==> config.mk <==
export PLATFORM = sky130hd
export DESIGN_NAME = txstat_lifo
export DESIGN_NICKNAME = d
export VERILOG_FILES = /design/src/rtl/txstat_pkg.sv /design/src/rtl/txstat_entry_fmt.sv /design/src/rtl/txstat_stack.sv /design/src/rtl/txstat_fatal_lock.sv /design/src/rtl/txstat_lifo.sv
export SDC_FILE = /design/constraint.sdc
export NUM_CORES = 1
export LEC_CHECK = 0
export BUFFER_PORTS_ARGS = -buffer_cell sky130_fd_sc_hd__buf_2
export CAP_MARGIN = 20
export CORE_MARGIN = 2
export CORE_UTILIZATION = 58
export CTS_CLUSTER_SIZE = 40
export DETAILED_ROUTE_END_ITERATION = 8
export GPL_ROUTABILITY_DRIVEN = 0
export MAX_ROUTING_LAYER = met4
export PLACE_DENSITY = 0.83
export RECOVER_POWER = 50
export SYNTH_ARGS = -nofsm -noshare
export SYNTH_HDL_FRONTEND = slang
export SYNTH_SLANG_ARGS = --single-unit
==> constraint.sdc <==
create_clock -name clk -period 2.7 [get_ports clk]
set_input_delay 0.135 -clock clk [delete_from_list [all_inputs] [get_ports clk]]
set_output_delay 0.135 -clock clk [all_outputs]
set_load 0.1 [all_outputs]
==> src/rtl/txstat_pkg.sv <==
package txstat_pkg;

   localparam int STAT_W = 8;

   localparam int B_DONE  = 7;
   localparam int B_IRQ   = 6;
   localparam int B_JAB   = 5;
   localparam int B_UND   = 4;
   localparam int B_MAXC  = 3;
   localparam int B_OVF   = 2;

   typedef logic [STAT_W-1:0] stat_byte_t;

   function automatic stat_byte_t make_entry(input logic irq, input logic jab,
                                             input logic und, input logic maxc);
      stat_byte_t e;
      e         = '0;
      e[B_DONE] = 1'b1;
      e[B_IRQ]  = irq;
      e[B_JAB]  = jab;
      e[B_UND]  = und;
      e[B_MAXC] = maxc;
      return e;
   endfunction

endpackage

==> src/rtl/txstat_entry_fmt.sv <==
module txstat_entry_fmt
   import txstat_pkg::*;
(
   input  logic       valid,
   input  logic       irq_req,
   input  logic       jabber,
   input  logic       underrun,
   input  logic       maxcoll,
   input  logic       locked,
   output logic       qualify,
   output logic       fatal,
   output stat_byte_t entry
);

   logic any_err;

   always_comb begin
      any_err = jabber | underrun | maxcoll;
      // a report is kept when it failed or asked for an interrupt
      qualify = valid & ~locked & (any_err | irq_req);
      fatal   = qualify & (jabber | underrun);
      entry   = make_entry(irq_req, jabber, underrun, maxcoll);
   end

endmodule

==> src/rtl/txstat_stack.sv <==
module txstat_stack
   import txstat_pkg::*;
#(
   parameter int DEPTH = 4
)(
   input  logic       clk,
   input  logic       rst_n,
   input  logic       clr,
   input  logic       push_en,
   input  logic       pop_en,
   input  stat_byte_t push_data,
   output stat_byte_t top
);

   localparam int            CW   = $clog2(DEPTH + 1);
   localparam logic [CW-1:0] FULL = CW'(DEPTH);
   localparam logic [CW-1:0] ONE  = CW'(1);

   generate
      if (DEPTH < 2) begin : g_bad_depth
         $error("txstat_stack: DEPTH must be at least 2");
      end
   endgenerate

   logic [CW-1:0] cnt_q;
   stat_byte_t    slot_q [DEPTH];
   stat_byte_t    from_above [DEPTH];
   stat_byte_t    from_below [DEPTH];

   logic is_empty, is_full;
   logic do_push, do_pop, do_repl, do_ovf;

   always_comb begin
      is_empty = (cnt_q == '0);
      is_full  = (cnt_q == FULL);
      do_repl  = push_en &  pop_en & ~is_empty;
      do_push  = push_en & ~do_repl & ~is_full;
      do_ovf   = push_en & ~pop_en & is_full;
      do_pop   = pop_en  & ~push_en & ~is_empty;
   end

   genvar i;
   generate
      for (i = 0; i < DEPTH; i++) begin : g_slot
         if (i == 0) begin : g_head
            assign from_above[i] = push_data;
         end else begin : g_body
            assign from_above[i] = slot_q[i-1];
         end
         if (i == DEPTH - 1) begin : g_tail
            assign from_below[i] = '0;
         end else begin : g_inner
            assign from_below[i] = slot_q[i+1];
         end

         always_ff @(posedge clk or negedge rst_n) begin
            if (!rst_n) begin
               slot_q[i] <= '0;
            end else if (clr) begin
               slot_q[i] <= '0;
            end else if (do_push) begin
               slot_q[i] <= from_above[i];
            end else if (do_pop) begin
               slot_q[i] <= from_below[i];
            end else if (do_repl && i == 0) begin
               slot_q[i] <= push_data;
            end else if (do_ovf && i == 0) begin
               slot_q[i] <= slot_q[i] | (STAT_W'(1) << B_OVF);
            end
         end
      end
   endgenerate

   always_ff @(posedge clk or negedge rst_n) begin
      if (!rst_n) begin
         cnt_q <= '0;
      end else if (clr) begin
         cnt_q <= '0;
      end else if (do_push) begin
         cnt_q <= cnt_q + ONE;
      end else if (do_pop) begin
         cnt_q <= cnt_q - ONE;
      end
   end

   assign top = slot_q[0];

   // an empty stack reads as zero
   a_r3_empty_reads_zero: assert property (@(posedge clk) disable iff (!rst_n)
      (cnt_q == '0) |-> (top == '0));

   // a push into a full stack keeps the depth and marks the top entry
   a_r5_full_push_marks_ovf: assert property (@(posedge clk) disable iff (!rst_n)
      (push_en && !pop_en && cnt_q == FULL && !clr) |=> (cnt_q == FULL && top[B_OVF]));

   // push with pop on a non-empty stack swaps the top
   a_r6_replace_keeps_depth: assert property (@(posedge clk) disable iff (!rst_n)
      (push_en && pop_en && cnt_q != '0 && !clr) |=>
         (cnt_q == $past(cnt_q) && top == $past(push_data)));

   // clear leaves nothing behind
   a_r8_clear_empties: assert property (@(posedge clk) disable iff (!rst_n)
      clr |=> (cnt_q == '0 && top == '0));

endmodule

==> src/rtl/txstat_fatal_lock.sv <==
module txstat_fatal_lock (
   input  logic clk,
   input  logic rst_n,
   input  logic set,
   input  logic clr,
   output logic locked
);

   always_ff @(posedge clk or negedge rst_n) begin
      if (!rst_n) begin
         locked <= 1'b0;
      end else if (clr) begin
         locked <= 1'b0;
      end else if (set) begin
         locked <= 1'b1;
      end
   end

   // once set the lock only falls through a transmit reset
   a_r7_lock_sticky: assert property (@(posedge clk) disable iff (!rst_n)
      (locked && !clr) |=> locked);

   // transmit reset releases the lock
   a_r8_clear_unlocks: assert property (@(posedge clk) disable iff (!rst_n)
      clr |=> !locked);

endmodule

==> src/rtl/txstat_lifo.sv <==
module txstat_lifo
   import txstat_pkg::*;
#(
   parameter int DEPTH = 4
)(
   input  logic       clk,
   input  logic       rst_n,
   input  logic       done_valid,
   input  logic       done_irq_req,
   input  logic       done_jabber,
   input  logic       done_underrun,
   input  logic       done_maxcoll,
   input  logic       host_pop,
   input  logic       tx_reset,
   output logic [7:0] host_rd_data,
   output logic       tx_locked,
   output logic       cmpl_evt
);

   logic       rpt_qual;
   logic       rpt_fatal;
   stat_byte_t rpt_entry;
   stat_byte_t top_entry;
   logic       evt_q;

   txstat_entry_fmt u_fmt (
      .valid    (done_valid),
      .irq_req  (done_irq_req),
      .jabber   (done_jabber),
      .underrun (done_underrun),
      .maxcoll  (done_maxcoll),
      .locked   (tx_locked),
      .qualify  (rpt_qual),
      .fatal    (rpt_fatal),
      .entry    (rpt_entry)
   );

   txstat_stack #(.DEPTH(DEPTH)) u_stack (
      .clk       (clk),
      .rst_n     (rst_n),
      .clr       (tx_reset),
      .push_en   (rpt_qual & ~tx_reset),
      .pop_en    (host_pop),
      .push_data (rpt_entry),
      .top       (top_entry)
   );

   txstat_fatal_lock u_lock (
      .clk    (clk),
      .rst_n  (rst_n),
      .set    (rpt_fatal),
      .clr    (tx_reset),
      .locked (tx_locked)
   );

   always_ff @(posedge clk or negedge rst_n) begin
      if (!rst_n) begin
         evt_q <= 1'b0;
      end else begin
         evt_q <= rpt_qual & ~tx_reset;
      end
   end

   assign cmpl_evt     = evt_q;
   assign host_rd_data = top_entry;

   // every event traces back to an accepted report
   a_r9_evt_from_report: assert property (@(posedge clk) disable iff (!rst_n)
      cmpl_evt |-> $past(done_valid && !tx_locked && !tx_reset));

   // the two undefined bits never read as one
   a_r1_low_bits_zero: assert property (@(posedge clk) disable iff (!rst_n)
      host_rd_data[1:0] == 2'b00);

   // any non-zero entry carries the complete bit
   a_r1_complete_set: assert property (@(posedge clk) disable iff (!rst_n)
      (host_rd_data != 8'h00) |-> host_rd_data[7]);

endmodule

Yosys cells after proc, flatten, opt, wreduce, memory -nomap -nowiden
Cells that the tools add are included.

storage, ports and cells
  output and inout bits = 10
  bits in writable memories = 0
  word-level logic and storage cells = 57
  input port bits = 9
  bits in latches = 0
  memories kept = 0
  bits in registers = 37
  memory bits (read-only) = 0

operators by class
  reduce and logical (&&, ||, !) cells = 5
  bitwise gates (word level) = 22
  shifts and indexed selects = 0
  order comparisons = 0
  equality and inequality tests = 1
  $add $sub $neg = 2
  multiply operators = 0
  multiplexer cells = 19
  divide/modulo/power cells = 0

operators with widths
  kind                                                                 number
  8-bit two-way mux                                                    13
  1-bit AND                                                            12
  3-bit two-way mux                                                    4
  1-bit NOT                                                            7
  5-bit nonzero test                                                   1
  4-bit nonzero test                                                   1
  3-bit by 1-bit adder with 3-bit output (second input constant)       1
  3-bit equality test (second input constant)                          1
  3-bit zero test                                                      1
  1-bit bitwise OR                                                     3
  3-bit nonzero test                                                   1
  3-bit by 1-bit subtractor with 3-bit output (second input constant)  1
  1-bit two-way mux                                                    2
  2-bit nonzero test                                                   1

Depth between registers and ports, before layout
Gate-level depths: netlist of the first run.

  depth after elaboration = 12
  depth in mapped cells = 10
  mapped depth without buffers = 7

By module
A second synthesis of the first run with hierarchy kept.

second synthesis, totals
  cells, all modules = 165
  area total of the unflattened synthesis = 1,980.6 um^2

modules (own cells, without submodules)
  module             cells an instance  sequential area each (um^2)  area each (um^2)  times used
  txstat_stack       146                875.8                        1,800.5           1
  txstat_entry_fmt   15                 0.0                          106.4             1
  txstat_lifo        2                  25.0                         38.8              1
  txstat_fatal_lock  2                  25.0                         35.0              1

Worst setup path after synthesis of the first run
OpenSTA, ideal clock, no wires.

  kind = flip-flop to flip-flop
  from = register u_lock.locked
  to = register u_stack.cnt_q[2]
  data arrival time = 2,597 ps
  library setup time = 125 ps
  path slack = -22 ps
  buffers on the path = 2
  data required time = 2,575 ps
  cell stages (with the launch flop) = 10
  period minus slack after synthesis = 2,722 ps
  path through = dfrtp_1 nor3b_4 and4_4 buf_6 buf_6 xnor2_1 ha_1 nor2_1 a22oi_1 mux2_2

on the way
  longest elaborated chain between the ends = 11
  elaborated cells between the ends (all ways) = 15
  classes of those cells = 2 x mux; 12 x bitwise; 1 x reduce/logical

ends and longest elaborated chain
  what                       RTL line                 RTL
  start: declaration         txstat_fatal_lock.sv:6   output logic locked
  start signal: assignment   txstat_fatal_lock.sv:11  locked <= 1'b0;
  start signal: assignment   txstat_fatal_lock.sv:13  locked <= 1'b0;
  start signal: assignment   txstat_fatal_lock.sv:15  locked <= 1'b1;
  1-bit NOT *                txstat_entry_fmt.sv:20   qualify = valid & ~locked & (any_err | irq_req);
  1-bit AND * (2 in series)  txstat_entry_fmt.sv:20
  1-bit AND *                txstat_lifo.sv:42        .push_en (rpt_qual & ~tx_reset),
  1-bit AND (2 in series)    txstat_stack.sv:36       do_repl = push_en & pop_en & ~is_empty;
  1-bit NOT                  txstat_stack.sv:37       do_push = push_en & ~do_repl & ~is_full;
  1-bit AND (2 in series)    txstat_stack.sv:37
  3-bit two-way mux          txstat_stack.sv:79       end else if (do_push) begin
  3-bit two-way mux          txstat_stack.sv:77       end else if (clr) begin
  end signal: assignment     txstat_stack.sv:80       cnt_q <= cnt_q + ONE;
  end signal: assignment     txstat_stack.sv:82       cnt_q <= cnt_q - ONE;
  end: declaration           txstat_stack.sv:25       logic [CW-1:0] cnt_q;

Every way passes the cells marked *; elsewhere a longest branch is shown, timed or not.
A chain may end at the register's enable or synchronous reset.

Final worst setup path of the first run
  from = register u_stack.cnt_q[1]
  to = register u_stack.cnt_q[2]

on the way
  longest elaborated chain between the ends = 8
  elaborated cells between the ends (all ways) = 15
  classes of those cells = 2 x add/sub; 1 x eq/ne; 3 x mux; 7 x bitwise; 2 x reduce/logical

ends and longest elaborated chain
  what                     RTL line                                RTL
  3-bit zero test          txstat_stack.sv:34                      is_empty = (cnt_q == '0);
  1-bit NOT                txstat_stack.sv:36, txstat_stack.sv:39
  1-bit AND                txstat_stack.sv:36
  1-bit NOT                txstat_stack.sv:37
  1-bit AND (2 in series)  txstat_stack.sv:37
  3-bit two-way mux        txstat_stack.sv:79
  3-bit two-way mux        txstat_stack.sv:77

Parallel ways exist; a longest one is shown, timed or not. The select of a mux whose other input is x is not followed.

==> metrics.md, run 1 <==
| Metric | Value |
|---|---|
| Status | complete, but fails checks |
| Violated checks | max-capacitance violations, max-slew violations |
| Initial core utilization | about 60% |
| Cell Pwr Density | 816 nW/um2 |
| Top cells by area, synth | dfrtp_1 47%, a211oi_2 6.9%, a21oi_2 4.8% |
| WHS | around 0.063 ns |
| Hold Fails Final Rpt | 0 |
| Synth Flop Type | dfrtp_1 |
| Final nets | 203 |
| Clk root buf | clkbuf_4 |
| Critical path type | reg -> reg |
| Yosys warning total | 0 |
| Commonest non-fill, non-tap cell in the layout | dfrtp_1 |
| First-pass DRT Iterations | 4 |
| Yosys top cell by area | dfrtp_1 |
| CTS H-Tree Depth | 2 |
| Period utilization | 86.3% |
| Final Cell Area | 2060 um2 |
| Placement Setup Slack | 0.418 ns |
| Grt total ovfl | 0 |
| Total Routing Usage GR | 22.6% |
| Vias in the first global route | 1,444 |
| Max clock buf depth | 2 |
| Worst R2R End | u_stack.cnt_q[2]$_DFFE_PN0P_ |
| DR vias | between 1,000 and 1,500 |
| Max cap viols | 1 |
| Worst r2r src | u_stack.cnt_q[1]$_DFFE_PN0P_ |
| I/O Buffers | 18 |
| Die height | around 63 um |
| Die ar. | between 3000 and 4000 um2 |
| Synth unique cells | 37 |
| Req. time, crit path | 2.94 ns |
| Register area share after synthesis | 46.5% |
| Residual DRC | 0 |
| Measured slew at the worst slew-check pin | approximately 2.0 ns |
| Die X | 62.6 um |
| CTS-repair resized insts | 0 |
| Reg-to-reg setup timing slack | 0.37 ns |
| Number of synthesized flops with an enable pin | 0 |
| Finish-stage setup viols | 0 |
| Core area | 3310 um2 |
| RSZ-0062 raised after global routing | no |
| Total routed wirelength | between 3000 and 4000 um |
| Layout Cells excl Fill | 240 |
| CP endpoint kind | flop |
| N_diodes | 0 |
| Startpoint Class | flop |
| Largest net degree at the start of global routing | 38 |
| Most frequent cells in the layout | 36 x dfrtp_1, 21 x nand2_1, 18 x nor2_1, 14 x buf_2, 13 x a21oi_1 |
| Layout overhead on the synthesized area | 3.59% |
| Pleak | 0.893 nW |
| Rel. slew slack | -32.3% |
| Crit-path max FO | 16 |
| Num ports | 19 |
| Crit path DAT | 2.57 ns |
| Post-synth ARST share | 100% |
| CP endpoint | u_stack.cnt_q[2]$_DFFE_PN0P_ |
| Clock slew at reported path FFs | between 0.1 and 0.15 ns |
| CTS tree | done |
| Achievable Freq | between 400 and 500 MHz |
| CP Launch Point | u_stack.cnt_q[1]$_DFFE_PN0P_ |
| Fin crit period | 2.33 ns |
| FP Rows | 21 |
| Postcts setup bufs | 0 |
| Clk Latency, worst-skew pair | 0.35 ns |
| Post-DP Area | 1970 um2 |
| Final TNS setup | 0 ns |
| TritonCTS Sinks | 37 |
| CTS buffer count | 5 |
| Layout fillers | 284 |
| Via density | 6.01 |
| Syn nets | 194 |
| Layout cells sized above 1 | 30.4% |
| Synth top area share | 46.5% |
| Max Slew Vio Count | 38 |
| Post-route ant nets | 0 |
| Syn avg cell area | 10.8 um2 |
| First-pass GRT wire length | 6760 um |
| Iteration-0 DRC Markers | 114 |
| Placed cells | approximately 230 |
| Peak supply drop | 339 uV |
| Avg WL per Cell | 16.2 um |
| Skew final | 0.00832 ns |
| Post-DP HPWL | 2590 um |
| Initial antenna violation count | 0 |
| Pwr Total | between 1.5 and 2 mW |
| Final core utilization | 62.2% |
| Worst Reg-to-Reg Cells | 7 |
| Final worst slack | 0.371 ns |
| Syn Std Cell Area | approximately 2000 um2 |
| Worst Hold Class | in -> reg |
| Gate Count Post-Synth | ~180 |
| Number of synthesized register bits | 37 |
-- Yosys cell counts (2+ instances only) --
master,instances
nor3_1,2
a21oi_4,2
nor2_1,18
a22oi_1,5
a211oi_2,11
dfrtp_1,37
a21oi_1,13
clkbuf_1,2
a211oi_1,6
nand3_1,8
buf_4,8
nand2_1,21
buf_6,5
o21ai_0,3
a22o_1,8
a21oi_2,11
clkbuf_8,3
inv_1,2
-- critical path: stages (launching register included) --
cell     delay [ns]
dfrtp_1        0.47
or3b_2         0.52
and4_4         0.27
xnor2_1        0.19
ha_1           0.20
nor2_1         0.04
a22oi_1        0.17
mux2_2         0.35
-- metal layers --
| metal | part of all wire (%) | routed length [um] | GRT usage, % |
|---|---|---|---|
| met1 | 45 | 1750 | 29.3 |
| met2 | 48 | 1880 | 33.9 |
| met3 | 4.9 | 189 | 6.13 |
| met4 | 1.6 | 61 | 9.17 |
| met5 | 0 | 0 | - |
-- where the power goes --
group / switching, mW / leakage [nW] / internal, mW
registers: 0.0797 / 0.503 / 0.628
logic: 0.392 / 0.345 / 0.175
clock network: 0.185 / 0.0455 / 0.221
total: 0.657 / 0.893 / 1.02
-- sequential cells by signal (all words and copies together) (netlist names) --
register / cells
u_stack.cnt_q: 3
cmpl_evt: 1
u_stack.top: 8
u_stack.from_above: 16
u_stack.from_below: 8
u_lock.locked: 1
-- how the worst min path moves through the flow --
stage	startpoint	to	slack (ns)	cells past startpoint
floorplan	rst_n	cmpl_evt$_DFF_PN0_	-0.16	0
global placement	rst_n	u_stack.from_above[9]$_DFFE_PN0P_	0.26	1
detailed placement	rst_n	u_stack.top[1]$_DFFE_PN0P_	0.27	1
CTS	done_valid	u_lock.locked$_DFFE_PN0P_	0.06	3
global route	done_valid	u_lock.locked$_DFFE_PN0P_	0.08	3
finish	done_valid	u_lock.locked$_DFFE_PN0P_	0.06	3
-- layout make-up --
| cell class | instances | area (um2) | area share (%) |
|---|---|---|---|
| inverters | 2 | 7.51 | 0.364 |
| clock buffers | 7 | 55.1 | 2.67 |
| well taps | 46 | 57.6 | 2.79 |
| flip-flops and latches | 37 | 927 | 45.0 |
| repair buffers | 22 | 118 | 5.71 |
| clock inverters | 1 | 30.0 | 1.46 |
| multi-input cells | 125 | 866 | 42.0 |
-- logic make-up after synthesis --
logic type | after synthesis | synth area share (%)
adders and majority gates | 1 | 0.629
xor gates and xnor gates | 1 | 0.440
AOI/OAI and AO/OA | 63 | 26.9
and+or+nand+nor | 58 | 14.5
buffers and inverters | 22 | 9.94
DFF | 37 | 46.5
muxes | 2 | 1.07
-- repair_timing --
action | CTS | global route
hold buffers | 1 | 0
hold endpoints to repair | 37 | 0
setup endpoints to repair | 0 | 0
No activity file was read; power rests on OpenSTA's default activity.
==> inputs of run 2 (changes only) <==
CORE_MARGIN = 5   (was 2)
==> run 2 against run 1 <==
Net effect:
- the flow still finishes with violations (max-capacitance violations, max-slew violations)
- final area increased by 0.36%
- die area increased by 20%
- count of clock-buffer cells in the layout unchanged
- critical path type unchanged
- critical endpoint unchanged
- largest cell class unchanged
==> metrics.md, run 2 (synthesized netlist as in run 1, its figures left out) <==
| Metric | Value |
|---|---|
| Status | complete, but fails checks |
| Violated checks | max-capacitance violations, max-slew violations |
| Req. time, crit path | 2.93 ns |
| Total Routing Usage GR | 20.7% |
| Post-route ant nets | 0 |
| Layout fillers | 280 |
| Layout cells sized above 1 | a little under a third |
| Post-DP HPWL | about 2700 um |
| CP endpoint kind | flop |
| Iteration-0 DRC Markers | 144 |
| Via density | 6.04 |
| Num ports | 19 |
| Skew final | 0.00509 ns |
| Initial core utilization | 59.6% |
| CTS-repair resized insts | 0 |
| CTS tree | done |
| Worst Hold Class | in -> reg |
| Total routed wirelength | 4010 um |
| Crit-path max FO | 7 |
| RSZ-0062 raised after global routing | no |
| Die height | 68.6 um |
| First-pass GRT wire length | 6930 um |
| Period utilization | roughly 83% |
| CTS buffer count | 5 |
| N_diodes | 0 |
| Startpoint Class | flop |
| Clk Latency, worst-skew pair | between 0.3 and 0.4 ns |
| Clk root buf | clkbuf_4 |
| Slowest-stage cell, CP | or3b_2 |
| Max clock buf depth | 2 |
| Largest stage delay, worst path | 0.53 ns |
| DR vias | 1,456 |
| Largest net degree at the start of global routing | 38 |
| I/O Buffers | 18 |
| Buf+Inv Stages, Crit Path | 0 |
| Crit path DAT | 2.46 ns |
| Most frequent cells in the layout | 36 x dfrtp_1, 21 x nand2_1, 18 x nor2_1, 14 x buf_2, 13 x a21oi_1 |
| Max cap viols | 1 |
| Cell Pwr Density | between 800 and 900 nW/um2 |
| Peak supply drop | approximately 340 uV |
| Measured slew at the worst slew-check pin | 1.92 ns |
| Initial antenna violation count | 0 |
| Clock slew at reported path FFs | 0.11 ns |
| Hold Fails Final Rpt | 0 |
| Achievable Freq | 448 MHz |
| Core area | 3340 um2 |
| Avg WL per Cell | 16.6 um |
| Critical path type | reg -> reg |
| Pwr Total | 1.69 mW |
| Pleak | 0.899 nW |
| Crit-path leading delay family | simple AND/OR/NAND/NOR gates |
| Fin crit period | 2.23 ns |
| Max Slew Vio Count | 38 |
| FP Rows | 21 |
| Grt total ovfl | 0 |
| Layout overhead on the synthesized area | 3.96% |
| Final nets | 204 |
| Commonest non-fill, non-tap cell in the layout | dfrtp_1 |
| Rel. slew slack | -27.9% |
| First-pass DRT Iterations | 4 |
| Die X | 68.6 um |
| Finish-stage setup viols | 0 |
| CP cell instances | or3b_2 > and4_4 > xnor2_1 > ha_1 > nor2_1 > a22oi_1 > mux2_2 |
| CTS H-Tree Depth | 2 |
| TritonCTS Sinks | 37 |
| Max reg flops | 16 |
| Vias in the first global route | 1,459 |
| Residual DRC | 0 |
| Final TNS setup | 0 ns |
| Die ar. | 4700 um2 |
[run 2: per-stage QoR]
| stage | instances | utilization [%] | hold slack, ns | setup WS [ns] | cell area, um2 |
|---|---|---|---|---|---|
| after floorplan | 184 | - | -0.161 | 0.206 | 1990 |
| after global placement | 232 | 59.3 | 0.250 | 0.600 | 1980 |
| after detailed placement | 232 | 59.3 | 0.266 | 0.486 | 1980 |
| after CTS | 241 | 62.1 | 0.0383 | 0.471 | 2070 |
| after global routing | 241 | 62.0 | 0.0474 | 0.182 | 2070 |
| final | 241 | 62.0 | 0.0548 | 0.469 | 2070 |
[run 2: repair_timing]
action / 4_1_cts / 5_1_grt
buffers inserted: 0 / 0
hold buffers: 1 / 0
hold endpoints to repair: 37 / 0
[run 2: worst reg2reg max path: cells and delay by family, from the launching register on]
kind	cells	cell delay [ns]
xor+xnor	1	0.14
simple gates	3	0.78
mux	1	0.37
fa+ha+maj	1	0.18
compound gates	1	0.19
flops	1	0.47
[run 2: cell type report]
class / instances / area (um2) / area share [%]
Inverter: 2 / 7.51 / 0.363
Clock inverter: 1 / 30.0 / 1.45
Tap cell: 46 / 57.6 / 2.78
Multi-Input combinational cell: 125 / 866 / 41.9
Sequential cell: 37 / 927 / 44.8
Clock buffer: 7 / 55.1 / 2.66
Timing Repair Buffer: 23 / 125 / 6.05
[run 2: path summary, 6_finish.rpt]
check,startpoint,endpoint,slack [ns],depth (start not counted)
min in group asynchronous,rst_n,u_stack.from_below[8]$_DFFE_PN0P_,0.85,2
min reg2reg,u_stack.from_below[10]$_DFFE_PN0P_,u_stack.from_below[10]$_DFFE_PN0P_,0.54,1
max in group asynchronous,rst_n,u_lock.locked$_DFFE_PN0P_,0.61,2
min,done_valid,u_lock.locked$_DFFE_PN0P_,0.05,3
max,u_stack.cnt_q[1]$_DFFE_PN0P_,u_stack.cnt_q[2]$_DFFE_PN0P_,0.47,7
max reg2reg,u_stack.cnt_q[1]$_DFFE_PN0P_,u_stack.cnt_q[2]$_DFFE_PN0P_,0.47,7
[run 2: where the power goes]
| group | internal [mW] | total [mW] | switching (mW) |
|---|---|---|---|
| logic | 0.180 | 0.578 | 0.399 |
| clock network | 0.221 | 0.401 | 0.179 |
| registers | 0.628 | 0.707 | 0.0782 |
| total | 1.03 | 1.69 | 0.657 |
[run 2: metal layers]
layer	vias up	part of all wire, %	GRT usage [%]
li1	675	-	-
met1	736	43	25.7
met2	38	51	31.8
met3	7	3.6	5.02
met4	0	1.7	9.68
met5	-	0	-
